## src/rtl/dram_rfsh_pkg.sv

```systemverilog
// Package: shared state encodings for the DRAM refresh sequencer.
package dram_rfsh_pkg;

    // Phases of one CAS-before-RAS refresh cycle.
    typedef enum logic [2:0] {
        ENG_IDLE,   // strobes high, waiting for start
        ENG_PRE,    // precharge: RAS and CAS high
        ENG_CSR,    // CAS low ahead of RAS
        ENG_HOLD,   // RAS low, CAS still held low
        ENG_RASLO   // RAS low, CAS released
    } eng_state_t;

    // Top-level sequencing phases.
    typedef enum logic [1:0] {
        SEQ_PAUSE,  // power-on pause, no strobes
        SEQ_WAKE,   // wake-up burst of refresh cycles
        SEQ_RUN     // normal operation, memory usable
    } seq_state_t;

endpackage

```

## src/rtl/rfsh_interval_timer.sv

```systemverilog
// Module: rfsh_interval_timer
// Emits a one-cycle tick every PERIOD cycles while enabled. The count restarts
// from zero whenever the enable is low. Assumes PERIOD >= 2.
module rfsh_interval_timer #(
    parameter int PERIOD = 1953
) (
    input  logic clk,
    input  logic rst_n,
    input  logic en,
    output logic tick
);
    localparam int TW = $clog2(PERIOD);
    localparam logic [TW-1:0] LAST = TW'(PERIOD - 1);

    logic [TW-1:0] cnt;

    // Free-running modulo-PERIOD count, held at zero while disabled.
    always_ff @(posedge clk) begin
        if (!rst_n || !en)   cnt <= '0;
        else if (cnt == LAST) cnt <= '0;
        else                  cnt <= cnt + 1'b1;
    end

    assign tick = en && (cnt == LAST);
endmodule

```

## src/rtl/rfsh_backlog.sv

```systemverilog
// Module: rfsh_backlog
// Counts owed refreshes from 0 up to MAX. An increment on a full counter with
// no decrement in the same cycle is reported as overflow and does not wrap.
// A clear takes priority. Assumes a decrement only comes when the count is
// non-zero; the counter guards against it anyway.
module rfsh_backlog #(
    parameter int MAX = 8,
    localparam int CW = $clog2(MAX + 1)
) (
    input  logic          clk,
    input  logic          rst_n,
    input  logic          clr,
    input  logic          inc,
    input  logic          dec,
    output logic [CW-1:0] count,
    output logic          full,
    output logic          overflow
);
    localparam logic [CW-1:0] TOP = CW'(MAX);

    assign full     = (count == TOP);
    assign overflow = inc && full && !dec;

    // Saturating up/down count of postponed refreshes.
    always_ff @(posedge clk) begin
        if (!rst_n || clr) begin
            count <= '0;
        end else if (inc && !dec && !full) begin
            count <= count + 1'b1;
        end else if (dec && !inc && (count != '0)) begin
            count <= count - 1'b1;
        end
    end
endmodule

```

## src/rtl/cbr_strobe_engine.sv

```systemverilog
// Module: cbr_strobe_engine
// Runs one CAS-before-RAS refresh per start pulse: precharge for T_RP cycles,
// CAS low for T_CSR cycles, then RAS low for T_RAS cycles. CAS stays low
// during the first T_CHR of those. Strobes are registered from the next state,
// so they change together with the state register. Assumes T_RAS > T_CHR and
// that start only comes while busy is low.
module cbr_strobe_engine
    import dram_rfsh_pkg::*;
#(
    parameter int T_RP  = 5,
    parameter int T_CSR = 2,
    parameter int T_CHR = 2,
    parameter int T_RAS = 8
) (
    input  logic clk,
    input  logic rst_n,
    input  logic start,
    output logic busy,
    output logic done,
    output logic ras_n,
    output logic cas_n
);
    localparam int RLO  = T_RAS - T_CHR;
    localparam int M1   = (T_RP > T_CSR) ? T_RP : T_CSR;
    localparam int M2   = (T_CHR > RLO) ? T_CHR : RLO;
    localparam int MAXT = (M1 > M2) ? M1 : M2;
    localparam int CNTW = $clog2(MAXT + 1);

    eng_state_t state, state_d;
    logic [CNTW-1:0] cnt, cnt_d;

    // Next phase and phase-length count.
    always_comb begin
        state_d = state;
        cnt_d   = (cnt != '0) ? cnt - 1'b1 : cnt;
        unique case (state)
            ENG_IDLE:  if (start) begin
                           state_d = ENG_PRE;
                           cnt_d   = CNTW'(T_RP - 1);
                       end
            ENG_PRE:   if (cnt == '0) begin
                           state_d = ENG_CSR;
                           cnt_d   = CNTW'(T_CSR - 1);
                       end
            ENG_CSR:   if (cnt == '0) begin
                           state_d = ENG_HOLD;
                           cnt_d   = CNTW'(T_CHR - 1);
                       end
            ENG_HOLD:  if (cnt == '0) begin
                           state_d = ENG_RASLO;
                           cnt_d   = CNTW'(RLO - 1);
                       end
            ENG_RASLO: if (cnt == '0) begin
                           state_d = ENG_IDLE;
                       end
            default:   state_d = ENG_IDLE;
        endcase
    end

    // Phase register and registered strobe decode.
    always_ff @(posedge clk) begin
        if (!rst_n) begin
            state <= ENG_IDLE;
            cnt   <= '0;
            ras_n <= 1'b1;
            cas_n <= 1'b1;
        end else begin
            state <= state_d;
            cnt   <= cnt_d;
            ras_n <= !((state_d == ENG_HOLD) || (state_d == ENG_RASLO));
            cas_n <= !((state_d == ENG_CSR)  || (state_d == ENG_HOLD));
        end
    end

    assign busy = (state != ENG_IDLE);
    assign done = (state == ENG_RASLO) && (cnt == '0);
endmodule

```

## src/rtl/dram_rfsh_seq.sv

```systemverilog
// Module: dram_rfsh_seq (top)
// Power-up pause, wake-up burst and periodic refresh scheduling for an
// asynchronous DRAM. All timing is in clock cycles derived from CLK_MHZ.
// Assumes the access controller leaves RAS/CAS precharged when it grants,
// and keeps off the bus while init_done is low or ref_busy is high.
module dram_rfsh_seq
    import dram_rfsh_pkg::*;
#(
    parameter int         CLK_MHZ       = 125,
    parameter int         PAUSE_US      = 200,
    parameter int         WAKE_CNT      = 8,
    parameter int         REF_WINDOW_US = 8000,
    parameter int         REF_ROWS      = 512,
    parameter int         MAX_BACKLOG   = 8,
    parameter int         T_RP          = 5,
    parameter int         T_CSR         = 2,
    parameter int         T_CHR         = 2,
    parameter int         T_RAS         = 8,
    parameter logic [1:0] LANE_MASK     = 2'b11
) (
    input  logic clk,
    input  logic rst_n,
    input  logic grant,
    output logic ras_n,
    output logic lcas_n,
    output logic ucas_n,
    output logic ref_req,
    output logic ref_urgent,
    output logic ref_busy,
    output logic init_done
);
    localparam int PAUSE_CYC = PAUSE_US * CLK_MHZ;
    localparam int REF_CYC   = (REF_WINDOW_US * CLK_MHZ) / REF_ROWS;
    localparam int PW        = $clog2(PAUSE_CYC);
    localparam int WW        = (WAKE_CNT > 1) ? $clog2(WAKE_CNT) : 1;
    localparam int CW        = $clog2(MAX_BACKLOG + 1);

    seq_state_t      seq;
    logic [PW-1:0]   pause_cnt;
    logic [WW-1:0]   wake_cnt;
    logic [CW-1:0]   pend_cnt;
    logic            run, tick, full, overflow;
    logic            eng_start, eng_busy, eng_done, eng_cas_n;
    logic [1:0]      cas_lane;

    assign run = (seq == SEQ_RUN);

    // Pause, wake-up and run sequencing; overflow sends run back to wake-up.
    always_ff @(posedge clk) begin
        if (!rst_n) begin
            seq       <= SEQ_PAUSE;
            pause_cnt <= '0;
            wake_cnt  <= '0;
        end else begin
            unique case (seq)
                SEQ_PAUSE: if (pause_cnt == PW'(PAUSE_CYC - 1)) begin
                               seq      <= SEQ_WAKE;
                               wake_cnt <= '0;
                           end else begin
                               pause_cnt <= pause_cnt + 1'b1;
                           end
                SEQ_WAKE:  if (eng_done) begin
                               if (wake_cnt == WW'(WAKE_CNT - 1)) seq <= SEQ_RUN;
                               else wake_cnt <= wake_cnt + 1'b1;
                           end
                SEQ_RUN:   if (overflow) begin
                               seq      <= SEQ_WAKE;
                               wake_cnt <= '0;
                           end
                default:   seq <= SEQ_PAUSE;
            endcase
        end
    end

    // Refresh-interval tick, running only in normal operation.
    rfsh_interval_timer #(.PERIOD(REF_CYC)) u_timer (
        .clk  (clk),
        .rst_n(rst_n),
        .en   (run),
        .tick (tick)
    );

    // Owed-refresh count; cleared whenever the block is not in normal operation.
    rfsh_backlog #(.MAX(MAX_BACKLOG)) u_backlog (
        .clk     (clk),
        .rst_n   (rst_n),
        .clr     (!run),
        .inc     (tick),
        .dec     (eng_done && run),
        .count   (pend_cnt),
        .full    (full),
        .overflow(overflow)
    );

    // Wake-up cycles start by themselves; normal refreshes need a grant.
    assign eng_start = !eng_busy &&
                       ((seq == SEQ_WAKE) || (run && grant && (pend_cnt != '0)));

    cbr_strobe_engine #(
        .T_RP (T_RP),
        .T_CSR(T_CSR),
        .T_CHR(T_CHR),
        .T_RAS(T_RAS)
    ) u_engine (
        .clk  (clk),
        .rst_n(rst_n),
        .start(eng_start),
        .busy (eng_busy),
        .done (eng_done),
        .ras_n(ras_n),
        .cas_n(eng_cas_n)
    );

    // Byte-lane column strobes: enabled lanes follow the engine, others stay high.
    for (genvar i = 0; i < 2; i++) begin : g_lane
        if (LANE_MASK[i]) begin : g_on
            assign cas_lane[i] = eng_cas_n;
        end else begin : g_off
            assign cas_lane[i] = 1'b1;
        end
    end

    assign lcas_n     = cas_lane[0];
    assign ucas_n     = cas_lane[1];
    assign init_done  = run;
    assign ref_req    = run && (pend_cnt != '0) && !eng_busy;
    assign ref_urgent = run && full;
    assign ref_busy   = eng_busy;
endmodule

```

## config.mk

```make
export PLATFORM = sky130hd
export DESIGN_NAME = dram_rfsh_seq
export DESIGN_NICKNAME = d
export VERILOG_FILES = /design/src/rtl/dram_rfsh_pkg.sv /design/src/rtl/rfsh_interval_timer.sv /design/src/rtl/rfsh_backlog.sv /design/src/rtl/cbr_strobe_engine.sv /design/src/rtl/dram_rfsh_seq.sv
export SDC_FILE = /design/constraint.sdc
export NUM_CORES = 1
export LEC_CHECK = 0
export ABC_AREA = 1
export CORE_MARGIN = 2
export CORE_UTILIZATION = 60
export DETAILED_ROUTE_END_ITERATION = 10
export DONT_BUFFER_PORTS = 1
export PLACE_DENSITY = 0.76
export SETUP_SLACK_MARGIN = 0.05
export SLEW_MARGIN = 10
export SYNTH_ARGS = -nofsm -noshare
export SYNTH_HDL_FRONTEND = slang
export SYNTH_SLANG_ARGS = --single-unit
```

## constraint.sdc

```tcl
create_clock -name clk -period 2.33 [get_ports clk]
set_input_delay 0 -clock clk [delete_from_list [all_inputs] [get_ports clk]]
set_output_delay 0 -clock clk [all_outputs]
set_load 0.05 [all_outputs]
```

# After elaboration in Yosys (flattened, before gate mapping)
# Index checks and enable logic that the tools add are counted.
# Widths: inputs -> output; s select.
# totals
register_bits	43
latchBits	0
ramBits	0
mem_bits_ro	0
input_bits	3
output_inout_bits	7
word_cells	97
memories	0
# op_classes
addsub	6
mul	0
div_mod_pow	0
magnitude_cmp	0
eq_ne	18
n_shift	0
mux	23
bitwise	1
n_reduce_logical	40
# ops
operator	count
$mux 3	13
$pmux 3 s3	2
$add 15x1->15 const B	1
$eq 15x15->1 const B	1
$logic_and 1x1->1	15
$pmux 3 s5	1
$eq 3x2->1 const B	4
$add 11x1->11 const B	1
$eq 11x11->1 const B	1
$eq 3x3->1 const B	3
$reduce_bool 3->1	3
$logic_not 1->1	8
$mux 2	4
$mux 4	2
$ne 2x2->1 const B	4
$logic_not 3->1	2
$pmux 2 s3	1
$reduce_and 5->1	1
$add 4x1->4 const B	1
$eq 4x4->1 const B	1
$logic_or 1x1->1	4
$reduce_and 4->1	1
$reduce_bool 4->1	1
$reduce_or 2->1	2
other kinds (11)	11

# Longest topological paths before layout
# depth
word_depth	10
depth_mapped	15
mapped_depth_nobuf	15

# Hierarchy
# From an unflattened synthesis, not the netlist that was laid out.
# hier_totals
cells_unflattened	394
area_unflattened_um2	2680.1
# by_module_without_submodules
mod	instances	cells_each	area_each_um2	seq_area_each_um2
dram_rfsh_seq	1	200	1286.2	400.4
rfsh_interval_timer	1	77	580.6	220.2
cbr_strobe_engine	1	68	476.7	160.2
rfsh_backlog	1	49	336.6	80.1

# Least setup slack after synthesis
# No wires, ideal clock.
# synth_timing
kind	flip-flop to flip-flop
startpoint	register u_engine.cnt[0]
endpoint	register u_backlog.count[3]
setup_ns	0.115
arrival_ns	1.952
t_required_ns	2.215
slack_ns	0.263
stages_incl_launch_ff	14
n_path_buf	0
synth_period_minus_slack_ns	2.067
cell_sequence	dfxtp_1 inv_1 ha_1 nand2_2 inv_1 nand3_2 nand4_1 ha_1 nand2_1 nand2_1 a31oi_1 nand3_1 a21oi_1 nor2_1
# synth_between
elab_chain_cells	7
elab_cells_between_ends	10
cone_classes	mux (1); reduce/logical (9)
# synth_lines
element	line	source
from (decl)	cbr_strobe_engine.sv:30	logic [CNTW-1:0] cnt, cnt_d;
from (signal assigned)	cbr_strobe_engine.sv:69	cnt <= cnt_d;
$logic_not 3->1 *	cbr_strobe_engine.sv:76	assign done = (state == ENG_RASLO) && (cnt == '0);
$logic_and 1x1->1 *	cbr_strobe_engine.sv:76	
$logic_and 1x1->1 *	dram_rfsh_seq.sv:89	.dec (eng_done && run),
$logic_not 1->1	rfsh_backlog.sv:28	end else if (inc && !dec && !full) begin
$logic_and 1x1->1 (2 in a row)	rfsh_backlog.sv:28	
$mux 4 / $reduce_bool 2->1 (equally long branches)	n/a	
to (signal assigned)	rfsh_backlog.sv:29	count <= count + 1'b1;
to (signal assigned)	rfsh_backlog.sv:31	count <= count - 1'b1;
to (decl)	rfsh_backlog.sv:15	output logic [CW-1:0] count,
# Mark *: on every way between the ends. The rest lies on a longest branch, timed or not.
# A chain may end at the register's enable or synchronous reset.

# Worst setup path in the final report
# layout_timing
startpoint	register u_timer.cnt[0]
endpoint	register u_backlog.count[3]
# layout_between
elab_chain_cells	6
elab_cells_between_ends	9
cone_classes	eq/ne (1); mux (1); reduce/logical (7)
# layout_lines
element	line	source
from (decl)	rfsh_interval_timer.sv:15	logic [TW-1:0] cnt;
from (signal assigned)	rfsh_interval_timer.sv:21	else cnt <= cnt + 1'b1;
$eq 11x11->1 *	rfsh_interval_timer.sv:24	assign tick = en && (cnt == LAST);
$logic_and 1x1->1 *	rfsh_interval_timer.sv:24	
$logic_not 1->1	rfsh_backlog.sv:30	end else if (dec && !inc && (count != '0)) begin
$logic_and 1x1->1 (2 in a row)	rfsh_backlog.sv:30	
$reduce_bool 2->1 (no source line)	n/a	
# Marks and branches as above.

==> results.yml <==
outcome:
  outcome: "finished, final reports clean"
synthesis:
  yosysSeqAreaShare_pct: 36.5
  yosysWarnings: 0
  synth_top_area_share_pct: 36.5
  synth_fp_nets: 348
  synth_area_leaders: "dfxtp_1 36%, nand2_1 11%, nor2_1 7.5%"
  synth_most_common_cell: "nand2_1"
  synth_edf_count: 0
  synthArstFlopShare_pct: 0
  syn_avg_cell_area_sq_um: 7.06
  yosys.area.top_type: "dfxtp_1"
  synthDistinctLibCells: 36
  synthTopCellsByCount: "72 x nand2_1, 47 x nor2_1, 43 x dfxtp_1"
  ys_ff_latch: 43
  synth_cells: 334
  syn_area_sq_mm: 0.00236
  synthFlopType: "dfxtp_1"
timing:
  hold_viol_final: 0
  min_period_over_period_pct: 96.1
  layout_setup_ws_ps: 92.0
  fmax_ghz: 0.447
  slew_violations: 0
  setup_viol: 0
  slew_headroom_pct: 37.9
  finalSetupTns_ps: 0
  fin_skew_ps: 8.08
  tightestPinTransition_ps: 931
  min_period_ps: 2240
  rsz0062_at_grt: "no"
routing:
  drt_iter0_drc: 118
  drt_pass1_iterations: 4
  vias_per_cell: 5.22
  ant_nets: 0
  wl_per_cell_microns: 11.7
  drc_errors: 0
  vias: 2066
  drt_wl_total_microns: 4620
floorplan:
  fp.dieW_microns: 66.7
  ioPinCount: 10
  coreArea_sq_mm: 0.00372
  die_y_microns: 66.7
  die_area_sq_mm: 0.00445
  row_count: 22
  start_util_pct: 63.5
hold_path:
  hp-class: "in2reg"
  hold-path-endpoint: "pause_cnt[12]$_SDFFE_PN0P_"
  hold_path_depth: 2
  hold_path.startpoint: "rst_n"
critical_path:
  r2r-end: "u_backlog.count[3]$_SDFFE_PP0P_"
  reg2reg_depth: 13
  cp_max_fo: 4
  arrival_ps: 2430
  path_cells: "inv_1 > ha_1 > nand4_1 > nor2_2 > nand4_1 > buf_4 > ha_4 > nand2_1 > nand2_1 > a31oi_2 > nand3_1 > a21oi_1 > nor2_1"
  critical_path_required_ps: 2530
  critPathSlowestCell: "dfxtp_2"
  crit_path_start_kind: "flip-flop"
  cp_top_family: "simple AND/OR/NAND/NOR gates"
  reg2reg_slack_ps: 90
  worstSetupPathType: "reg2reg"
  cp.buffers_inverters: 2
  cpPeakStageDelay_ps: 340
  critPathCaptureType: "flip-flop"
  rr_startpoint: "u_timer.cnt[0]$_SDFF_PP0_"
power_and_ir_drop:
  p_leak_nw: 0.977
  p_per_area_mw_per_mm2: 645
  power_mw: 1.67
  ir_worst_vdd_mv: 0.535
cts:
  cts-htree-levels: 2
  clk_path_buf_depth: 2
  cts_made_buffers: 5
  cts_root_buf: "clkbuf_8"
  cts.sinks: 43
  clk-insertion-delay-late_ps: 300
  path_clk_slew_ps: 80
  tritoncts: "done"
finish:
  synthToLayoutAreaGrowth_pct: 10.0
  multi_input_area_sq_mm: 0.00132
  layout-drive-gt1-share_pct: 14.4
  seqCellArea_sq_um: 862
  nets: 361
  num-fill-cells: 315
  diodes: 0
grt:
  grt_pass1_wl_microns: 8490
  grt_max_degree: 18
  grtUsageTotal_pct: 24.4
  grt_pass1_vias: 2017
  antenna_found_initial: 0
  grt_overflow: 0
placed_design:
  dp_hpwl_microns: 3420
  gp_congestion: 0.876
  dp_slack_ps: 74.2
  io_buffers: 0
run:
  maxCapViolations: 0
## cell usage in the layout, fill, tap and decap left out, types with 4 or more instances in the layout
master and n:
dfxtp_1 42, nand3_1 16, nand2_1 72, nor2_1 47, nor3_1 8, ha_1 9, a21oi_1 23, o21ai_1 5
xnor2_1 6, nor2_2 5, o21ai_0 8, nand4_1 7, clkbuf_8 7, buf_4 8, inv_2 10, nand2_2 6
inv_1 32, xor2_1 4
## where the power goes
group / internal [mW] / leakage [nW] / switching (mW) / total [mW]
logic: 0.115 / 0.577 / 0.198 / 0.314
registers: 0.778 / 0.348 / 0.0588 / 0.836
clock network: 0.271 / 0.0515 / 0.252 / 0.523
## worst reg2reg max path, stage by stage, from the launching register on
cell     delay (ps)
dfxtp_2         340
inv_1            60
ha_1            140
nand4_1         140
nor2_2          160
nand4_1         180
buf_4           190
ha_4            220
nand2_1          80
nand2_1          70
a31oi_2         170
nand3_1         130
a21oi_1         180
nor2_1           70
## state kept, by name, summed over array words and instances (netlist names)
| signal | cells |
|---|---|
| pause_cnt | 15 |
| u_backlog.count | 4 |
| u_engine.cas_n | 1 |
| u_engine.state | 3 |
| seq | 2 |
| u_engine.cnt | 3 |
| u_engine.ras_n | 1 |
| wake_cnt | 3 |
| u_timer.cnt | 11 |
## logic make-up after synthesis
family / Yosys count / share of synthesized area [%]
flip-flops: 43 / 36.5
AND/OR/NAND/NOR: 177 / 35.3
buffers and inverters: 49 / 8.17
adder cells (fa/ha/maj): 11 / 6.15
XOR/XNOR: 10 / 3.71
AO/OA/AOI/OAI: 44 / 10.2
## what timing repair did
action,in CTS,in global routing
hold endpoints to repair,12,0
hold buffers,2,0
setup buffers,0,4
gates resized for setup,0,3
endpoints found under the setup margin,0,1
## cell type report
| type | instances | share of cell area [%] |
|---|---|---|
| Tap cell | 48 | 2.31 |
| Inverter | 45 | 6.51 |
| Multi-Input combinational cell | 242 | 51.0 |
| Clock buffer | 8 | 3.86 |
| Timing Repair Buffer | 10 | 3.09 |
| Sequential cell | 43 | 33.2 |
## stage by stage
stage	instance area, sq um	cells	hold slack [ps]	util, %
finish	2590	396	99.0	69.8
global placement	2420	382	127	65.3
detailed placement	2420	382	131	65.3
global route	2590	396	124	69.8
floorplan	2360	334	186	-
CTS	2540	392	101	68.5
## worst max path at each step
stage                               start                         endpoint  slack [ps]  cells past startpoint
2_1_floorplan  u_engine.cnt[0]$_SDFF_PN0_  u_backlog.count[3]$_SDFFE_PP0P_         260                     13
4_1_cts        u_engine.cnt[0]$_SDFF_PN0_  u_backlog.count[3]$_SDFFE_PP0P_          60                     15
3_5_place_dp   u_engine.cnt[0]$_SDFF_PN0_  u_backlog.count[3]$_SDFFE_PP0P_          70                     15
6_report        u_timer.cnt[0]$_SDFF_PP0_  u_backlog.count[3]$_SDFFE_PP0P_          90                     13
3_3_place_gp    u_timer.cnt[0]$_SDFF_PP0_  u_backlog.count[3]$_SDFFE_PP0P_         200                     12
5_1_grt         u_timer.cnt[0]$_SDFF_PP0_  u_backlog.count[3]$_SDFFE_PP0P_         0.4                     13
## metal layers
metal  GRT usage (%)  up-vias  wire length [microns]
li1                -     1095                      -
met1            31.7      927                   2360
met2            40.6       34                   2050
met3            4.22       10                    136
met4            8.93        0                     74
met5               0        -                      0
Note: power is estimated with default switching activity, not from simulation.
